### config.mk
export PLATFORM = sky130hd
export DESIGN_NAME = clkctl_top
export DESIGN_NICKNAME = d
export VERILOG_FILES = /design/src/rtl/clkctl_pkg.sv /design/src/rtl/clkctl_sync.sv /design/src/rtl/clkctl_session.sv /design/src/rtl/clkctl_pair_gate.sv /design/src/rtl/clkctl_top.sv
export SDC_FILE = /design/constraint.sdc
export NUM_CORES = 1
export LEC_CHECK = 0
export BUFFER_PORTS_ARGS = -buffer_cell sky130_fd_sc_hd__buf_2
export CORE_MARGIN = 3
export CORE_UTILIZATION = 35
export CTS_BUF_LIST = sky130_fd_sc_hd__clkbuf_8 sky130_fd_sc_hd__clkbuf_16
export DETAILED_ROUTE_END_ITERATION = 10
export PLACE_DENSITY = 0.67
export RECOVER_POWER = 100
export SLEW_MARGIN = 20
export SYNTH_ARGS = -nofsm -noshare
export SYNTH_HDL_FRONTEND = slang
export SYNTH_SLANG_ARGS = --single-unit
export TNS_END_PERCENT = 5
### constraint.sdc
create_clock -name clk -period 1 [get_ports clk]
set_input_delay 0.1 -clock clk [delete_from_list [all_inputs] [get_ports clk]]
set_output_delay 0.1 -clock clk [all_outputs]
set_load 0.01 [all_outputs]
### src/rtl/clkctl_pkg.sv
package clkctl_pkg;

  typedef enum logic [1:0] {
    REF_HIZ  = 2'd0,
    REF_STOP = 2'd1,
    REF_RUN  = 2'd2
  } ref_mode_e;

  typedef enum logic [1:0] {
    SS_OFF  = 2'd0,
    SS_QTR  = 2'd1,
    SS_HALF = 2'd2
  } ss_code_e;

  // pad detector: 00 low, 11 high, anything else mid
  function automatic ss_code_e decode_ss(input logic [1:0] lvl);
    ss_code_e code;
    case (lvl)
      2'b00:   code = SS_OFF;
      2'b11:   code = SS_HALF;
      default: code = SS_QTR;
    endcase
    return code;
  endfunction

endpackage

### src/rtl/clkctl_sync.sv
module clkctl_sync #(
  parameter int WIDTH = 1,
  parameter int STAGES = 2,
  parameter logic [WIDTH-1:0] RST_VAL = '0
) (
  input  logic             clk,
  input  logic             rst,
  input  logic [WIDTH-1:0] d,
  output logic [WIDTH-1:0] q
);

  logic [WIDTH-1:0] stg [STAGES];

  always_ff @(posedge clk) begin
    if (rst) stg[0] <= RST_VAL;
    else     stg[0] <= d;
  end

  for (genvar s = 1; s < STAGES; s++) begin : g_stage
    always_ff @(posedge clk) begin
      if (rst) stg[s] <= RST_VAL;
      else     stg[s] <= stg[s-1];
    end
  end

  assign q = stg[STAGES-1];

endmodule

### src/rtl/clkctl_session.sv
module clkctl_session
  import clkctl_pkg::*;
#(
  parameter int ADDR_W = 7,
  parameter logic [ADDR_W-1:0] ADDR_BASE = 7'b1101000,
  parameter int ADDR_SEL_BIT = 1
) (
  input  logic              clk,
  input  logic              rst,
  input  logic              pg_s,
  input  logic              pll_lock,
  input  logic              addr_strap,
  input  logic [1:0]        ss_strap,
  input  logic              ref_keep,
  output logic              started,
  output logic              lock_q,
  output logic [ADDR_W-1:0] bus_addr,
  output logic [1:0]        ss_code,
  output logic              pwr_down,
  output logic [1:0]        ref_mode
);

  localparam logic [ADDR_W-1:0] SEL_MASK = ADDR_W'(1) << ADDR_SEL_BIT;

  ref_mode_e ref_nxt;

  always_comb begin
    if (!started)              ref_nxt = REF_HIZ;
    else if (pg_s || ref_keep) ref_nxt = REF_RUN;
    else                       ref_nxt = REF_STOP;
  end

  always_ff @(posedge clk) begin
    if (rst) begin
      started  <= 1'b0;
      bus_addr <= '0;
      ss_code  <= SS_OFF;
      lock_q   <= 1'b0;
      pwr_down <= 1'b0;
      ref_mode <= REF_HIZ;
    end else begin
      if (!started && pg_s) begin
        started  <= 1'b1;
        bus_addr <= addr_strap ? (ADDR_BASE | SEL_MASK) : ADDR_BASE;
        ss_code  <= decode_ss(ss_strap);
      end
      lock_q   <= pg_s && (lock_q || pll_lock);
      pwr_down <= started && !pg_s;
      ref_mode <= ref_nxt;
    end
  end

endmodule

### src/rtl/clkctl_pair_gate.sv
module clkctl_pair_gate (
  input  logic       clk,
  input  logic       rst,
  input  logic       oe_n_s,
  input  logic       oe_bit,
  input  logic       allow,
  input  logic       phase_low,
  input  logic [1:0] stop_lvl,
  output logic       run,
  output logic       park_t,
  output logic       park_c
);

  logic req;
  assign req = !oe_n_s && oe_bit && allow;

  always_ff @(posedge clk) begin
    if (rst) begin
      run    <= 1'b0;
      park_t <= 1'b0;
      park_c <= 1'b0;
    end else begin
      if (phase_low) run <= req;
      park_t <= stop_lvl[1];
      park_c <= stop_lvl[0];
    end
  end

endmodule

### src/rtl/clkctl_top.sv
module clkctl_top #(
  parameter int NUM_PAIRS = 4,
  parameter int SYNC_STAGES = 2,
  parameter int ADDR_W = 7,
  parameter logic [ADDR_W-1:0] ADDR_BASE = 7'b1101000,
  parameter int ADDR_SEL_BIT = 1
) (
  input  logic                 clk,
  input  logic                 rst,
  input  logic                 pg_pd,
  input  logic                 addr_strap,
  input  logic [1:0]           ss_strap,
  input  logic [NUM_PAIRS-1:0] oe_n,
  input  logic [NUM_PAIRS-1:0] oe_reg,
  input  logic [1:0]           stop_lvl,
  input  logic                 ref_keep,
  input  logic                 pll_lock,
  input  logic                 phase_low,
  output logic [NUM_PAIRS-1:0] pair_run,
  output logic [NUM_PAIRS-1:0] park_t,
  output logic [NUM_PAIRS-1:0] park_c,
  output logic [1:0]           ref_mode,
  output logic [ADDR_W-1:0]    bus_addr,
  output logic [1:0]           ss_code,
  output logic                 strap_valid,
  output logic                 pwr_down
);

  logic                 pg_s;
  logic                 lock_q;
  logic [NUM_PAIRS-1:0] oe_n_s;
  logic                 allow;

  clkctl_sync #(.WIDTH(1), .STAGES(SYNC_STAGES), .RST_VAL(1'b0)) u_pg_sync (
    .clk(clk), .rst(rst), .d(pg_pd), .q(pg_s)
  );

  clkctl_sync #(.WIDTH(NUM_PAIRS), .STAGES(SYNC_STAGES), .RST_VAL({NUM_PAIRS{1'b1}})) u_oe_sync (
    .clk(clk), .rst(rst), .d(oe_n), .q(oe_n_s)
  );

  clkctl_session #(.ADDR_W(ADDR_W), .ADDR_BASE(ADDR_BASE), .ADDR_SEL_BIT(ADDR_SEL_BIT)) u_session (
    .clk(clk), .rst(rst), .pg_s(pg_s), .pll_lock(pll_lock),
    .addr_strap(addr_strap), .ss_strap(ss_strap), .ref_keep(ref_keep),
    .started(strap_valid), .lock_q(lock_q), .bus_addr(bus_addr),
    .ss_code(ss_code), .pwr_down(pwr_down), .ref_mode(ref_mode)
  );

  assign allow = pg_s && lock_q;

  for (genvar i = 0; i < NUM_PAIRS; i++) begin : g_pair
    clkctl_pair_gate u_gate (
      .clk(clk), .rst(rst), .oe_n_s(oe_n_s[i]), .oe_bit(oe_reg[i]),
      .allow(allow), .phase_low(phase_low), .stop_lvl(stop_lvl),
      .run(pair_run[i]), .park_t(park_t[i]), .park_c(park_c[i])
    );
  end

endmodule

==> results of run 1 <==
[sequential cells by signal (all words and copies together) (netlist names)]
| signal | cells |
|---|---|
| u_pg_sync.stg | 2 |
| u_session.bus_addr | 2 |
| u_session.pwr_down | 1 |
| u_oe_sync.stg | 8 |
| u_session.ss_code | 2 |
| g_pair.u_gate.park_t | 1 |
| u_session.lock_q | 1 |
| u_session.ref_mode | 2 |
| g_pair.u_gate.park_c | 1 |
| g_pair.u_gate.run | 4 |
[metrics by stage]
stage                     setup slack [ns]  std cells  total power (W)  instance area [um2]
after floorplan                     0.0276         86          0.00114                  895
after global placement               0.116        137          0.00117                 1010
after detailed placement            0.0816        137          0.00118                 1010
after CTS                           0.0366        143          0.00202                 1100
after global routing               0.00754        143          0.00206                 1070
final                               0.0521        143          0.00198                 1070
[area by class of cell]
class | instances | area, um2
fillers | 250 | 1230
flip-flops and latches | 24 | 480
multi-input cells | 38 | 254
repair buffers | 45 | 211
clock buffers | 3 | 41.3
well taps | 28 | 35.0
clock inverters | 1 | 30.0
inverters | 4 | 15.0
[layer usage]
| layer | wire [um] | up-vias | track usage (%) |
|---|---|---|---|
| li1 | - | 305 | - |
| met2 | 597 | 34 | 15.0 |
| met5 | 0 | - | 0 |
| met3 | 188 | 5 | 4.60 |
| met4 | 21 | 0 | 4.07 |
| met1 | 568 | 270 | 9.99 |
[cell usage in the layout (no fill, tap or decap)]
| cell type | count |
|---|---|
| bufinv_16 | 1 |
| and2b_4 | 1 |
| clkbuf_2 | 2 |
| nand2b_1 | 1 |
| clkbuf_1 | 21 |
| mux2i_1 | 3 |
| or2_2 | 3 |
| clkbuf_8 | 3 |
| nor3b_1 | 1 |
| nor2b_1 | 4 |
| inv_1 | 4 |
| dfxtp_1 | 24 |
| or2_1 | 5 |
| nor3_1 | 1 |
| dlygate4sd3_1 | 2 |
| conb_1 | 3 |
| buf_2 | 19 |
| nor2_1 | 10 |
| buf_4 | 1 |
| and4b_4 | 1 |
| ha_1 | 1 |
| a32o_2 | 4 |
[how the worst max path moves through the flow]
stage	cells after the start	end	startpoint	slack [ns]
2_1_floorplan	3	u_session.bus_addr[1]	u_session.bus_addr[5]	0.03
6_report	2	bus_addr[5]	u_session.bus_addr[5]	0.05
5_1_grt	2	bus_addr[6]	u_session.bus_addr[5]	0.008
4_1_cts	2	bus_addr[6]	u_session.bus_addr[5]	0.04
3_3_place_gp	3	u_session.bus_addr[1]	u_session.bus_addr[5]	0.12
3_5_place_dp	3	u_session.ss_code[0]	u_session.bus_addr[5]	0.08
[power by group through the flow]
stage / Sequential [W] / Combinational, W / Clock [W]
floorplan: 0.00103 / 0.000108 / 0
global placement: 0.00102 / 0.000152 / 0
detailed placement: 0.00102 / 0.000154 / 0
CTS: 0.000999 / 0.000160 / 0.000858
global route: 0.00100 / 0.000166 / 0.000888
finish: 0.000999 / 0.000148 / 0.000829
[cells by family after synthesis]
group / share of synthesized area (%)
other: 0.423
buffers and inverters: 18.1
DFF: 54.2
and+or+nand+nor: 17.5
AOI/OAI and AO/OA: 5.08
muxes: 3.39
adders and majority gates: 1.41
[repair_timing]
action                    4_1_cts  5_1_grt
setup buffers                   0        0
hold endpoints to repair        2        0
hold buffers                    2        0
==> flow_summary.toml, run 1 <==
[clock_tree]
cts_resized = 0
cts_tree = "yes"
h-tree-depth = 1
clockBufferDepth = 2
cts_root_buffer = "clkbuf_8"
clkSinkCount = 24
clk_pin_slew_ns = 0.08
clock_latency_ns = 0.26
numCtsBuffers = 3

[synthesis]
synth.most_common_cell = "dfxtp_1"
async_reset_ff_share_pct = 0
synthFlopType = "dfxtp_1"
syn_area_per_cell_um2 = 10.6
synth_top_area_share_pct = 54.2
yosysWarnings = 0
synth_common_cells = "dfxtp_1, buf_4, nor2_1, or2_1"
synth_edf_count = 0
ys_top_cells_by_area = "dfxtp_1, buf_4, a32o_2, nor2_1, or2_1"
yosysSeqAreaShare_pct = 54.2
synth_area_leader_cell = "dfxtp_1"
synth-seq-cells = 24
synth.distinct_cells = 17
synth_cells = 84
netlist_area_um2 = 887

[placement]
io_buffers = 40
gp_congestion = 0.657
dp_hpwl_mm = 1.10

[worst_setup_path]
crit_path_start_kind = "flip-flop"
ff2ff_path_depth = 3
critPathMaxStageDelay_ns = 0.31
regToRegEndpoint = "u_session.ss_code[1]"
cp_top_family = "flip-flops"
crit_path_max_fanout = 6
crit_path_top_delay_cell = "dfxtp_1"
rrSetupSlack_ns = 0.07
crit_buf_inv = 2
path_cells = "buf_4 -> buf_2"
worstReg2RegStart = "u_session.bus_addr[5]"
cp-end-kind = "output port"
criticalPathCategory = "reg -> out"
crit_arrival_ns = 0.85
critPathRequiredTime_ns = 0.90

[pwr]
ir_drop_mv = 1.39
clockPowerShare_pct = 42.0
p_switching_w = 0.000380
leakagePower_nw = 0.505
power.density_mw_per_mm2 = 1850
power_frac_comb_pct = 7.5
internal_power_w = 0.00160
seqPwrFrac_pct = 50.5
swShare_pct = 19.2

[die]
io_pins = 44
die-width_um = 56.3
rows = 17
die_y_um = 56.3
start_util_pct = 38.6
core_area_mm2 = 0.00230
dieArea_mm2 = 0.00317

[grt]
grt_pass1_wl_mm = 2.30
grt_max_degree = 17
antenna_found_initial = 0
grt_pass1_vias = 588
track_usage_pct = 9.21
gr-total-overflow = 0

[worst_hold_path]
hold_class = "in -> reg"
holdCritStartpoint = "oe_n[2]"
whs_endpoint = "u_oe_sync.stg[0][2]"
min_delay_path_depth = 2

[route]
via_per_inst = 4.29
drt_iter0_markers = 0
vias = 614
drc = 0
wire_per_inst_um = 9.62
drt_pass1_iterations = 1
ant_nets = 0
routed_wl_mm = 1.38

[sta]
finalSetupTns_ns = 0
final_max_slew_viol_count = 0
whs_ns = 0.00820
fin_crit_ns = 0.948
finalSetupViolCount = 0
max_slew_margin_pct = 64.9
max_freq_ghz = 1.05
finalHoldViolCount = 0
period_share_pct = 94.8
worstMarginPinSlew_ns = 0.526
rsz0062_at_grt = "no"
finClkSkew_ns = 0.00434

[run_status]
status = "complete, no violations"

[final_layout]
drive_gt1_share_pct = 30.4
syn_to_final_growth_pct = 20.3
diodes = 0
fin_util_pct = 46.5
layout.nets = 136

[run]
cap_viol_max_count = 0
No activity file was read; power rests on OpenSTA's default activity.
==> run 2: changes to the inputs <==
CORE_MARGIN = 5   (was 3)
RECOVER_POWER = 50   (was 100)
clock period = 0.9 ns   (was 1 ns; I/O delays follow)
==> run 2 against run 1 <==
- the flow now finishes with violations (negative setup slack)
- register-to-register slack got worse by 0.095 ns
- utilization rose by 1.4 points
- sequential cell count unchanged
- cell area up 10%
- worst setup slack worse by 0.077 ns
- via count is 0.33% higher
- clock skew grew 0.0011 ns
- sequential power rose by 11%
- global-route usage down 0.13 points
- die area rose by 15%
- routed wire length rose by 13%
- largest cell class unchanged
==> flow_summary.toml, run 2 (same netlist as run 1, synthesis figures left out) <==
[worst_setup_path]
crit_arrival_ns = 1.09
rrSetupSlack_ns = -0.03
worstReg2RegStart = "u_session.bus_addr[5]"
cp-end-kind = "flip-flop"
criticalPathCategory = "reg -> reg"
crit_buf_inv = 0
ff2ff_path_depth = 3
crit_path_max_fanout = 3
crit_path_top_delay_cell = "dfxtp_2"
path_cells = "and2b_4 -> mux2i_1 -> nor2_1"
critPathMaxStageDelay_ns = 0.32
cp_top_family = "flip-flops"
regToRegEndpoint = "u_session.ss_code[1]"
critPathRequiredTime_ns = 1.06
crit_path_start_kind = "flip-flop"

[sta]
whs_ns = 0.0240
fin_ws_ns = -0.0250
max_freq_ghz = 1.08
finalSetupViolCount = 7
period_share_pct = 103
finClkSkew_ns = 0.00546
finalHoldViolCount = 0
rsz0062_at_grt = "yes"
fin_crit_ns = 0.925
finalSetupTns_ns = -0.113
final_max_slew_viol_count = 0

[clock_tree]
clockBufferDepth = 2
cts_root_buffer = "clkbuf_8"
cts_tree = "yes"
numCtsBuffers = 3
clkSinkCount = 24
h-tree-depth = 1
clk_pin_slew_ns = 0.08
clock_latency_ns = 0.27

[final_layout]
stdcell_count = 150
final_common_cell = "buf_2"
largest_reg_flops = 8
drive_gt1_share_pct = 48.3
syn_to_final_growth_pct = 32.4
layout_common_cells = "buf_2, dfxtp_1, nor2_1"
layout.nets = 141
largest-register = "u_oe_sync.stg"
diodes = 0
reg_top3 = "u_oe_sync.stg x8, g_pair.u_gate.run x4"

[pwr]
clockPowerShare_pct = 41.3
ir_drop_mv = 0.957
swShare_pct = 19.3
internal_power_w = 0.00181
power_frac_comb_pct = 9.2
p_switching_w = 0.000433
seqPwrFrac_pct = 49.5
power.total_w = 0.00224
power.density_mw_per_mm2 = 1910
leakagePower_nw = 0.606

[grt]
grt_pass1_vias = 605
grt_max_degree = 15
track_usage_pct = 9.07
gr-total-overflow = 0
grt_pass1_wl_mm = 2.39
antenna_found_initial = 0

[route]
via_per_inst = 4.11
wl_met3_um = 199
routed.top_layer = "met4"
drc = 0
vias = 616
drt_iter0_markers = 5
ant_nets = 0
dr_wl_met2_um = 662
routed_wl_mm = 1.56
wl_met1_um = 654
drt_pass1_iterations = 3
wire_per_inst_um = 10.4

[worst_hold_path]
holdCritStartpoint = "pg_pd"
min_delay_path_depth = 2
whs_endpoint = "u_pg_sync.stg[0]"
hold_class = "in -> reg"

[die]
start_util_pct = 36.1
io_pins = 44
dieArea_mm2 = 0.00364
die_y_um = 60.3
rows = 18
die-width_um = 60.3
core_area_mm2 = 0.00245

[placement]
dp_cells = 140
dp_hpwl_mm = 1.20
io_buffers = 40
gp_congestion = 0.784

[run_status]
violations = "negative setup slack"
status = "complete, but fails checks"

[run]
cap_viol_max_count = 0
==> run 2: how the worst max path moves through the flow <==
stage / from / to / slack (ns) / cells past startpoint
2_1_floorplan: u_session.bus_addr[5] / u_session.bus_addr[1] / -0.03 / 3
3_3_place_gp: u_session.bus_addr[5] / u_session.bus_addr[1] / 0.008 / 3
3_5_place_dp: u_session.bus_addr[5] / u_session.ss_code[1] / -0.02 / 3
4_1_cts: u_session.bus_addr[5] / u_session.ss_code[1] / -0.03 / 3
5_1_grt: u_session.bus_addr[5] / u_session.ss_code[0] / -0.08 / 3
6_report: u_session.bus_addr[5] / u_session.ss_code[1] / -0.03 / 3
==> run 2: timing repair <==
action | in CTS | in global routing
resized for setup | 6 | 1
hold buffers | 5 | 0
cloned | 0 | 0
hold endpoints to repair | 5 | 0
setup buffers | 1 | 0
setup endpoints to repair | 10 | 15
pin swaps | 0 | 3
==> run 2: power by group through the flow <==
stage	combinational, W	sequential, W	clock, W
floorplan	0.000120	0.00114	0
global placement	0.000174	0.00113	0
detailed placement	0.000176	0.00114	0
CTS	0.000210	0.00111	0.000965
global route	0.000229	0.00112	0.000995
finish	0.000207	0.00111	0.000926
==> run 2: routing by layer <==
| layer | vias up | GRT usage (%) |
|---|---|---|
| met5 | - | 0 |
| met2 | 33 | 15.0 |
| met1 | 262 | 9.66 |
| met3 | 5 | 3.62 |
| li1 | 316 | - |
| met4 | 0 | 5.70 |
==> run 2: stage by stage <==
| stage | setup WS [ns] | cell area (um2) | util (%) |
|---|---|---|---|
| after detailed placement | -0.0200 | 1020 | 41.5 |
| after global routing | -0.0773 | 1170 | 47.9 |
| after global placement | 0.00832 | 1020 | 41.5 |
| after floorplan | -0.0343 | 896 | - |
| after CTS | -0.0314 | 1180 | 48.0 |
| final | -0.0250 | 1170 | 47.9 |
==> run 2: cell type report <==
type / count / area, um2
fill: 253 / 1280
tap: 30 / 37.5
multi-input combinational: 38 / 254
sequential: 24 / 484
clock inverter: 1 / 30.0
inverter: 4 / 15.0
clock buffer: 3 / 41.3
timing repair buffer: 50 / 313
